--- src/rtl/wiper_pkg.sv ---
package wiper_pkg;

    typedef enum logic [1:0] {
        OP_LOAD = 2'b00,
        OP_UP   = 2'b01,
        OP_DOWN = 2'b10,
        OP_RSVD = 2'b11
    } wiper_op_e;

    typedef enum logic {
        CH_IDLE    = 1'b0,
        CH_PENDING = 1'b1
    } ch_state_e;

    localparam int unsigned NUM_CH   = 2;
    localparam int unsigned CH_LEFT  = 0;
    localparam int unsigned CH_RIGHT = 1;

endpackage

--- src/rtl/tap_onehot_dec.sv ---
module tap_onehot_dec #(
    parameter int unsigned TAP_BITS = 5,
    localparam int unsigned NUM_TAPS = 1 << TAP_BITS
) (
    input  logic [TAP_BITS-1:0] tap,
    output logic [NUM_TAPS-1:0] sel
);

    for (genvar i = 0; i < NUM_TAPS; i++) begin : g_line
        assign sel[i] = (tap == TAP_BITS'(i));
    end

endmodule

--- src/rtl/tap_db_map.sv ---
module tap_db_map #(
    parameter int unsigned TAP_BITS = 5,
    parameter int unsigned DB_W     = 8
) (
    input  logic [TAP_BITS-1:0]     tap,
    output logic signed [DB_W-1:0]  db
);

    // Segment lower bounds and per-segment offsets of the log taper.
    localparam int SEG1_LO  = 20;
    localparam int SEG2_LO  = 10;
    localparam int SEG3_LO  = 5;
    localparam int SEG4_LO  = 1;
    localparam int MUTE_DB  = -92;

    int n;
    int val;

    always_comb begin
        n = int'(tap);
        if (n >= SEG1_LO) begin
            val = n - 31;
        end else if (n >= SEG2_LO) begin
            val = 2 * n - 51;
        end else if (n >= SEG3_LO) begin
            val = 3 * n - 61;
        end else if (n >= SEG4_LO) begin
            val = 4 * n - 66;
        end else begin
            val = MUTE_DB;
        end
        db = val[DB_W-1:0];
    end

endmodule

--- src/rtl/wiper_channel.sv ---
module wiper_channel
    import wiper_pkg::*;
#(
    parameter int unsigned TAP_BITS = 5
) (
    input  logic                clk,
    input  logic                rst_n,
    input  logic                hit,
    input  wiper_op_e           op,
    input  logic [TAP_BITS-1:0] data,
    input  logic                zc,
    output logic [TAP_BITS-1:0] applied_o,
    output logic                pending_o
);

    localparam logic [TAP_BITS-1:0] TAP_TOP = '1;
    localparam logic [TAP_BITS-1:0] TAP_BOT = '0;
    localparam logic [TAP_BITS-1:0] STEP    = TAP_BITS'(1);

    ch_state_e           state_q, state_d;
    logic [TAP_BITS-1:0] applied_q;
    logic [TAP_BITS-1:0] target_q;
    logic [TAP_BITS-1:0] base;
    logic [TAP_BITS-1:0] next_target;

    // Steps fold onto the pending target when one exists.
    always_comb begin
        base = (state_q == CH_PENDING) ? target_q : applied_q;
        unique case (op)
            OP_LOAD: next_target = data;
            OP_UP:   next_target = (base == TAP_TOP) ? base : base + STEP;
            OP_DOWN: next_target = (base == TAP_BOT) ? base : base - STEP;
            default: next_target = base;
        endcase
    end

    always_comb begin
        state_d = state_q;
        unique case (state_q)
            CH_IDLE: begin
                if (hit) state_d = CH_PENDING;
            end
            CH_PENDING: begin
                if (zc && !hit) state_d = CH_IDLE;
            end
            default: state_d = CH_IDLE;
        endcase
    end

    always_ff @(posedge clk or negedge rst_n) begin
        if (!rst_n) begin
            state_q <= CH_IDLE;
        end else begin
            state_q <= state_d;
        end
    end

    always_ff @(posedge clk or negedge rst_n) begin
        if (!rst_n) begin
            applied_q <= TAP_BOT;
            target_q  <= TAP_BOT;
        end else begin
            if (state_q == CH_PENDING && zc) begin
                applied_q <= target_q;
            end
            if (hit) begin
                target_q <= next_target;
            end
        end
    end

    always_comb begin
        applied_o = applied_q;
        pending_o = (state_q == CH_PENDING);
    end

endmodule

--- src/rtl/stereo_wiper_ctrl.sv ---
module stereo_wiper_ctrl
    import wiper_pkg::*;
#(
    parameter int unsigned TAP_BITS = 5,
    parameter int unsigned DB_W     = 8,
    localparam int unsigned NUM_TAPS = 1 << TAP_BITS
) (
    input  logic                   clk,
    input  logic                   rst_n,
    input  logic                   cmd_valid,
    input  logic [1:0]             cmd_op,
    input  logic [1:0]             cmd_sel,
    input  logic [TAP_BITS-1:0]    cmd_data,
    input  logic                   zc_left,
    input  logic                   zc_right,
    output logic [NUM_TAPS-1:0]    tap_sel_left,
    output logic [NUM_TAPS-1:0]    tap_sel_right,
    output logic [TAP_BITS-1:0]    wiper_left,
    output logic [TAP_BITS-1:0]    wiper_right,
    output logic                   pend_left,
    output logic                   pend_right,
    output logic signed [DB_W-1:0] db_left,
    output logic signed [DB_W-1:0] db_right,
    output logic                   cmd_invalid
);

    wiper_op_e op;
    logic      cmd_ok;
    logic      cmd_bad;
    logic      invalid_q;

    logic [NUM_CH-1:0]        zc_vec;
    logic [NUM_CH-1:0]        hit_vec;
    logic [NUM_CH-1:0]        pend_vec;
    logic [TAP_BITS-1:0]      wiper_arr [NUM_CH];
    logic [NUM_TAPS-1:0]      tap_arr   [NUM_CH];
    logic signed [DB_W-1:0]   db_arr    [NUM_CH];

    always_comb begin
        op      = wiper_op_e'(cmd_op);
        cmd_bad = cmd_valid && ((cmd_sel == 2'b00) || (op == OP_RSVD));
        cmd_ok  = cmd_valid && !cmd_bad;
        zc_vec[CH_LEFT]  = zc_left;
        zc_vec[CH_RIGHT] = zc_right;
    end

    always_ff @(posedge clk or negedge rst_n) begin
        if (!rst_n) begin
            invalid_q <= 1'b0;
        end else begin
            invalid_q <= cmd_bad;
        end
    end

    for (genvar c = 0; c < NUM_CH; c++) begin : g_ch
        assign hit_vec[c] = cmd_ok && cmd_sel[c];

        wiper_channel #(
            .TAP_BITS (TAP_BITS)
        ) u_chan (
            .clk       (clk),
            .rst_n     (rst_n),
            .hit       (hit_vec[c]),
            .op        (op),
            .data      (cmd_data),
            .zc        (zc_vec[c]),
            .applied_o (wiper_arr[c]),
            .pending_o (pend_vec[c])
        );

        tap_onehot_dec #(
            .TAP_BITS (TAP_BITS)
        ) u_dec (
            .tap (wiper_arr[c]),
            .sel (tap_arr[c])
        );

        tap_db_map #(
            .TAP_BITS (TAP_BITS),
            .DB_W     (DB_W)
        ) u_db (
            .tap (wiper_arr[c]),
            .db  (db_arr[c])
        );
    end

    always_comb begin
        tap_sel_left  = tap_arr[CH_LEFT];
        tap_sel_right = tap_arr[CH_RIGHT];
        wiper_left    = wiper_arr[CH_LEFT];
        wiper_right   = wiper_arr[CH_RIGHT];
        pend_left     = pend_vec[CH_LEFT];
        pend_right    = pend_vec[CH_RIGHT];
        db_left       = db_arr[CH_LEFT];
        db_right      = db_arr[CH_RIGHT];
        cmd_invalid   = invalid_q;
    end

endmodule

--- config.mk ---
export PLATFORM = sky130hd
export DESIGN_NAME = stereo_wiper_ctrl
export DESIGN_NICKNAME = d
export VERILOG_FILES = /design/src/rtl/wiper_pkg.sv /design/src/rtl/tap_onehot_dec.sv /design/src/rtl/tap_db_map.sv /design/src/rtl/wiper_channel.sv /design/src/rtl/stereo_wiper_ctrl.sv
export SDC_FILE = /design/constraint.sdc
export NUM_CORES = 1
export LEC_CHECK = 0
export BUFFER_PORTS_ARGS = -buffer_cell sky130_fd_sc_hd__buf_2
export CAP_MARGIN = 10
export CELL_PAD_IN_SITES_DETAIL_PLACEMENT = 0
export CELL_PAD_IN_SITES_GLOBAL_PLACEMENT = 2
export CORE_MARGIN = 1
export CORE_UTILIZATION = 28
export DETAILED_ROUTE_END_ITERATION = 10
export GPL_ROUTABILITY_DRIVEN = 1
export GPL_TIMING_DRIVEN = 0
export PLACE_DENSITY_LB_ADDON = 0.1
export SYNTH_ARGS = -nofsm -noshare
export SYNTH_HDL_FRONTEND = slang
export SYNTH_SLANG_ARGS = --single-unit
export TNS_END_PERCENT = 20
--- constraint.sdc ---
create_clock -name clk -period 2.73 [get_ports clk]
set_input_delay 0.4095 -clock clk [delete_from_list [all_inputs] [get_ports clk]]
set_output_delay 0.4095 -clock clk [all_outputs]
set_load 0.05 [all_outputs]
==> results of run 1 <==
[per-stage QoR]
| step | util (%) | std cells |
|---|---|---|
| after floorplan | - | 497 |
| after global placement | 36.4 | 782 |
| after detailed placement | 36.4 | 782 |
| after CTS | 40.2 | 814 |
| after global routing | 42.4 | 833 |
| final | 42.4 | 833 |
[Yosys cell counts (all sizes together) (4+ instances only)]
| library cell | instances |
|---|---|
| a211oi | 9 |
| a21o | 12 |
| a21oi | 20 |
| a221o | 4 |
| a221oi | 7 |
| a31oi | 7 |
| and2 | 29 |
| and3 | 38 |
| buf | 9 |
| clkbuf | 12 |
| dfrtp | 23 |
| ha | 53 |
| inv | 31 |
| mux2 | 14 |
| mux2i | 11 |
| nand2 | 36 |
| nand2b | 7 |
| nand3 | 11 |
| nor2 | 20 |
| nor2b | 10 |
| nor3 | 6 |
| o21ai | 28 |
| o221ai | 6 |
| o22ai | 4 |
| o31ai | 4 |
| xnor2 | 21 |
| xor2 | 6 |
[logic make-up (layout without fill, tap and decap cells)]
kind of cell | count (synthesis) | count (layout) | share of synthesized area (%)
DFF | 23 | 23 | 14.4
adders and majority gates | 55 | 55 | 17.6
xor gates and xnor gates | 29 | 29 | 7.08
and+or+nand+nor | 183 | 183 | 25.4
muxes | 25 | 25 | 6.70
buffers and inverters | 52 | 208 | 5.23
AOI/OAI and AO/OA | 130 | 130 | 23.5
[critical path: stages (launching register included)]
cell	delay [ns]
dfrtp_4	0.53
ha_4	0.19
fa_2	0.58
buf_6	0.12
nand3b_1	0.07
nor4bb_1	0.28
o211ai_1	0.16
a221oi_2	0.33
o31a_2	0.20
buf_8	0.14
[cell type report]
cell class,instances,area (um^2),share of cell area [%]
flip-flops and latches,23,603,10.3
well taps,180,225,3.83
multi-input cells,422,3730,63.4
inverters,31,143,2.43
clock buffers,3,75.1,1.28
repair buffers,152,967,16.4
plain buffers,21,136,2.32
clock inverters,1,5.00,0.0851
[worst max path at each step]
stage                        endpoint                               startpoint  slack [ns]
after floorplan            db_left[5]  g_ch[0].u_chan.applied_o[3]$_DFFE_PN0P_       -0.32
after global placement     db_left[4]  g_ch[0].u_chan.applied_o[1]$_DFFE_PN0P_       -0.67
after detailed placement   db_left[4]  g_ch[0].u_chan.applied_o[1]$_DFFE_PN0P_       -0.66
after CTS                 db_right[6]  g_ch[1].u_chan.applied_o[1]$_DFFE_PN0P_       -0.51
after global routing      db_right[5]  g_ch[1].u_chan.applied_o[1]$_DFFE_PN0P_       -0.60
final                      db_left[6]  g_ch[0].u_chan.applied_o[1]$_DFFE_PN0P_       -0.55
[state kept, by name, summed over array words and instances, names as in the netlist]
name and cells:
g_ch.u_chan.pending_o 2, g_ch.u_chan.applied_o 10, g_ch.u_chan.target_q 10, cmd_invalid 1
[cells in the final DEF, fill, tap and decap left out, types with 5 or more instances in the layout]
cell type   netlist  layout
dfrtp_4           0       6
dfrtp_1          23      13
clkinvlp_4        0       7
ha_4              0      10
mux2i_1          11       9
o21ai_0          26      19
buf_4             1      49
clkbuf_1         11       9
nand2b_1          7       6
o21ai_1           2       6
inv_1            31      23
nor2_1           20      20
xor2_1            6       6
buf_6             0      12
and3_1           38      35
buf_2             7      93
o221ai_2          1       5
a221oi_2          0       5
xnor2_1          21      19
and2_1           29      29
nand3_1          11       9
nor3_1            6       5
a31oi_1           7       7
mux2_2           14      13
nor2b_1          10       8
a21oi_1          18      15
ha_1             53      39
a21o_1           12      12
nand2_1          36      36
[layer usage]
layer  global-route usage, %  routed length [um]
met1                    24.1                6560
met2                    35.2                7370
met3                    1.32                 461
met4                    4.09                 197
met5                       0                   0
[repair_timing]
action,in CTS,in global routing
endpoints found under the setup margin,16,23
gates resized for setup,53,39
pin swaps,14,18
setup buffers,28,19
==> run metrics, run 1 <==
# diodes 0; Slew headroom 62.0%; gr ovfl total 0; failing checks setup timing; Worst Tran Pin Value 0.570 ns; Hold Buf Count CTS 0; vias in the first global route 4208; drt initial violations 241; reg2reg start g_ch[0].u_chan.pending_o$_DFF_PN0_; Hold WS 0.140 ns; sequential area share after synthesis 14.4%; mapped cell area 3990 um^2; RR Endpoint g_ch[0].u_chan.target_q[1]$_DFFE_PN0P_; RSZ-0062 raised after global routing true; via count 4330; synth warn 0; initial core utilization 28.8%; crit path max fanout 4; Post-synth EDFFs 0; vias per cell 5.20; synthesis-to-layout area growth 47.3%; floorplan die height 121 um; core area 13900 um^2; Crit Path Class register to primary output; largest cells by area after synthesis ha_1 17%, dfrtp_1 14%, and3_1 6.0%, xnor2_1 4.6%, and2_1 4.5%; worst slack, placed -0.657 ns; routed len/inst 17.5 um; max-cap viol count 0; IO Pins 107; Cell Area, Placed 5050 um^2; dominant synthesized flop cell dfrtp_1; die area 14700 um^2; first-pass GRT wire length 22.3 mm; syn_area_per_cell 8.04 um^2; drt drc 0; number of port buffers 105; clock tree root driver cell clkbuf_16; Total Routing Usage GR 19.1%; Yosys cell types 71; Finish-stage setup viols 16; FILL cells 1396; post-layout min period 3.28 ns; Fin Setup TNS -6.32 ns; initial antenna violation count 0; Fmax 0.305 GHz; share of cells above drive strength 1 41.7%; Worst Clk Skew 0.00570 ns; Net Count, Synth 566; largest net degree at the start of global routing 24; leading area contributor after synthesis ha_1; First-pass DRT Iterations 5; deepest clock path buffer count 2; fraction of registers with async set or reset after synthesis 100%; DP HPWL 10.7 mm; Seq cells post-synth 23; CTS tree yes; cells after synthesis 497; # clock sinks 23; Hold Vio Cnt, Final 0; Worst Setup Slack, final -0.546 ns; routability congestion estimate 0.829; CP Data Arrival Time 2.87 ns; DRT Wirelength 14.6 mm; Final Cycle Share 120%; Reg2Reg Setup Slack 0.17 ns; standard-cell rows 43; fin. max-slew vios 0; reg2reg path depth 8; CTS HTree Levels 1; post-layout net count 723; Post-DRT Antenna Nets 0; Clock transition at path regs 0.07 ns; fin area 5880 um^2; Die X 121 um; crit start category register; status complete, but fails checks; kind of end point of the critical path primary output; Yosys top cell area share 16.6%; total CTS buffers 3; Worst Hold Class input pin to asynchronous set/reset pin; required time at the worst-slack endpoint 2.32 ns; Clock Latency Late Sink 0.26 ns
Power of run 1 is left out: the tool's default activity adds up to more than one toggle a clock period on the data nets, which glitch-free logic cannot reach.
==> inputs of run 2 (changes only) <==
==> constraint.sdc (replaced) <==
create_clock -name clk -period 2.73 [get_ports clk]
set_input_delay 0.273 -clock clk [delete_from_list [all_inputs] [get_ports clk]]
set_output_delay 0.273 -clock clk [all_outputs]
set_load 0.05 [all_outputs]
==> run 2 against run 1 <==
  * The run still ends with setup timing left
  * Flip-flop and latch count unchanged
  * Worst hold slack worse by 0.13 ns
  * Non-clock buffer count down 2
  * Routed wire length down 2.4%
  * Die area unchanged
  * Register-to-register slack better by 0.05 ns
  * Clock skew about the same
  * Fmax up 5.9%
  * Critical path depth down 1
  * Critical path type unchanged
==> run metrics, run 2 (synthesized netlist as in run 1, its figures left out) <==
status complete, but fails checks; failing checks setup timing; FILL cells 1415; most common cell after layout, fill and taps aside buf_2; Hold Vio Cnt, Final 0; Fmax 0.323 GHz; Worst Hold Class input pin to asynchronous set/reset pin; drt initial violations 236; worst slack, placed -0.475 ns; # diodes 0; share of cells above drive strength 1 43.0%; number of port buffers 105; IO Pins 107; clock tree root driver cell clkbuf_16; DRT Wirelength 14.2 mm; gr ovfl total 0; drt drc 0; Worst Clk Skew 0.00566 ns; CTS tree yes; Hold Buf Count CTS 0; required time at the worst-slack endpoint 2.46 ns; die area 14700 um^2; FF/Latch Area 603 um^2; Worst Setup Slack, final -0.363 ns; fin. max-slew vios 0; first-pass GRT wire length 22.1 mm; DP HPWL 10.6 mm; routed len/inst 17.1 um; vias per cell 5.20; Crit Path Class register to primary output; initial antenna violation count 0; Post-DRT Antenna Nets 0; crit start category register; deepest clock path buffer count 2; First-pass DRT Iterations 4; largest net degree at the start of global routing 24; core area 13900 um^2; total CTS buffers 3; synthesis-to-layout area growth 48.6%; CTS HTree Levels 1; Final Cycle Share 113%; vias in the first global route 4171; initial core utilization 28.8%; crit path max fanout 4; CP Data Arrival Time 2.82 ns; via count 4319; floorplan die height 121 um; kind of end point of the critical path primary output; commonest non-fill, non-tap cells in the layout 92 x buf_2, 45 x buf_4, 37 x ha_1; Die X 121 um; Cell Area, Placed 5040 um^2; fin area 5930 um^2; post-layout net count 721; Total Routing Usage GR 18.9%; # clock sinks 23; RSZ-0062 raised after global routing true; routability congestion estimate 0.796; Worst Tran Pin Value 0.592 ns; standard-cell rows 43; Clock Latency Late Sink 0.26 ns; area of the multi-input gates 3760 um^2; Clock transition at path regs 0.07 ns; Hold WS 0.0121 ns; post-layout min period 3.09 ns; Finish-stage setup viols 15; max-cap viol count 0; Slew headroom 60.5%
## run 2: cell types whose count changed in the layout (fill, tap and decap cells not counted), sizes merged
cell | before | now
clkbuf | 19 | 18
buf | 157 | 156
clkinvlp | 7 | 6
inv | 24 | 25
## run 2: final cells by class
type / count / share of cell area [%]
repair buffers: 151 / 16.8
clock inverters: 1 / 0.0843
multi-input cells: 422 / 63.4
inverters: 31 / 2.34
plain buffers: 20 / 2.23
flip-flops and latches: 23 / 10.2
well taps: 180 / 3.80
clock buffers: 3 / 1.27
## run 2: metrics by stage
step	TNS [ns]	std cells	util (%)
6_report	-3.16	831	42.8
5_1_grt	-4.45	831	42.8
4_1_cts	-4.79	814	40.0
3_5_place_dp	-3.58	782	36.3
3_3_place_gp	-3.70	782	36.3
2_1_floorplan	-1.37	497	-
## run 2: worst paths after layout
kind                            slack (ns)  depth (start not counted)                                 endpoint                                    start
worst max-delay path                 -0.36                          8                              db_right[6]  g_ch[1].u_chan.applied_o[1]$_DFFE_PN0P_
worst min-delay path                  0.01                          1                    cmd_invalid$_DFF_PN0_                                    rst_n
worst max register to register        0.22                          8   g_ch[0].u_chan.target_q[1]$_DFFE_PN0P_       g_ch[0].u_chan.pending_o$_DFF_PN0_
worst min register to register        0.54                          2   g_ch[0].u_chan.target_q[4]$_DFFE_PN0P_   g_ch[0].u_chan.target_q[4]$_DFFE_PN0P_
max in group asynchronous             2.27                          1  g_ch[1].u_chan.applied_o[4]$_DFFE_PN0P_                                    rst_n
min in group clk                      0.20                          2       g_ch[1].u_chan.pending_o$_DFF_PN0_                                 zc_right
## run 2: routing by layer
metal	wire length, um	share of wire [%]	track usage, %	vias up
met5	0	0	0	-
met4	184	1.3	3.24	0
met3	481	3.4	1.69	12
met2	7090	50	33.3	96
met1	6480	46	25.0	2094
li1	-	-	-	2117
## run 2: timing repair
action                     in CTS  in global routing
setup endpoints to repair      16                 21
setup buffers                  28                 18
resized for setup              44                 67
pin swaps                      15                 14
## run 2: critical path, stage by stage, from the launching register on
cell	delay, ns
dfrtp_4	0.53
ha_4	0.19
fa_2	0.58
nand3b_1	0.10
or4_4	0.42
a211oi_2	0.26
o221ai_2	0.16
a21boi_4	0.15
buf_6	0.17
Power of run 2 is left out for the same reason.
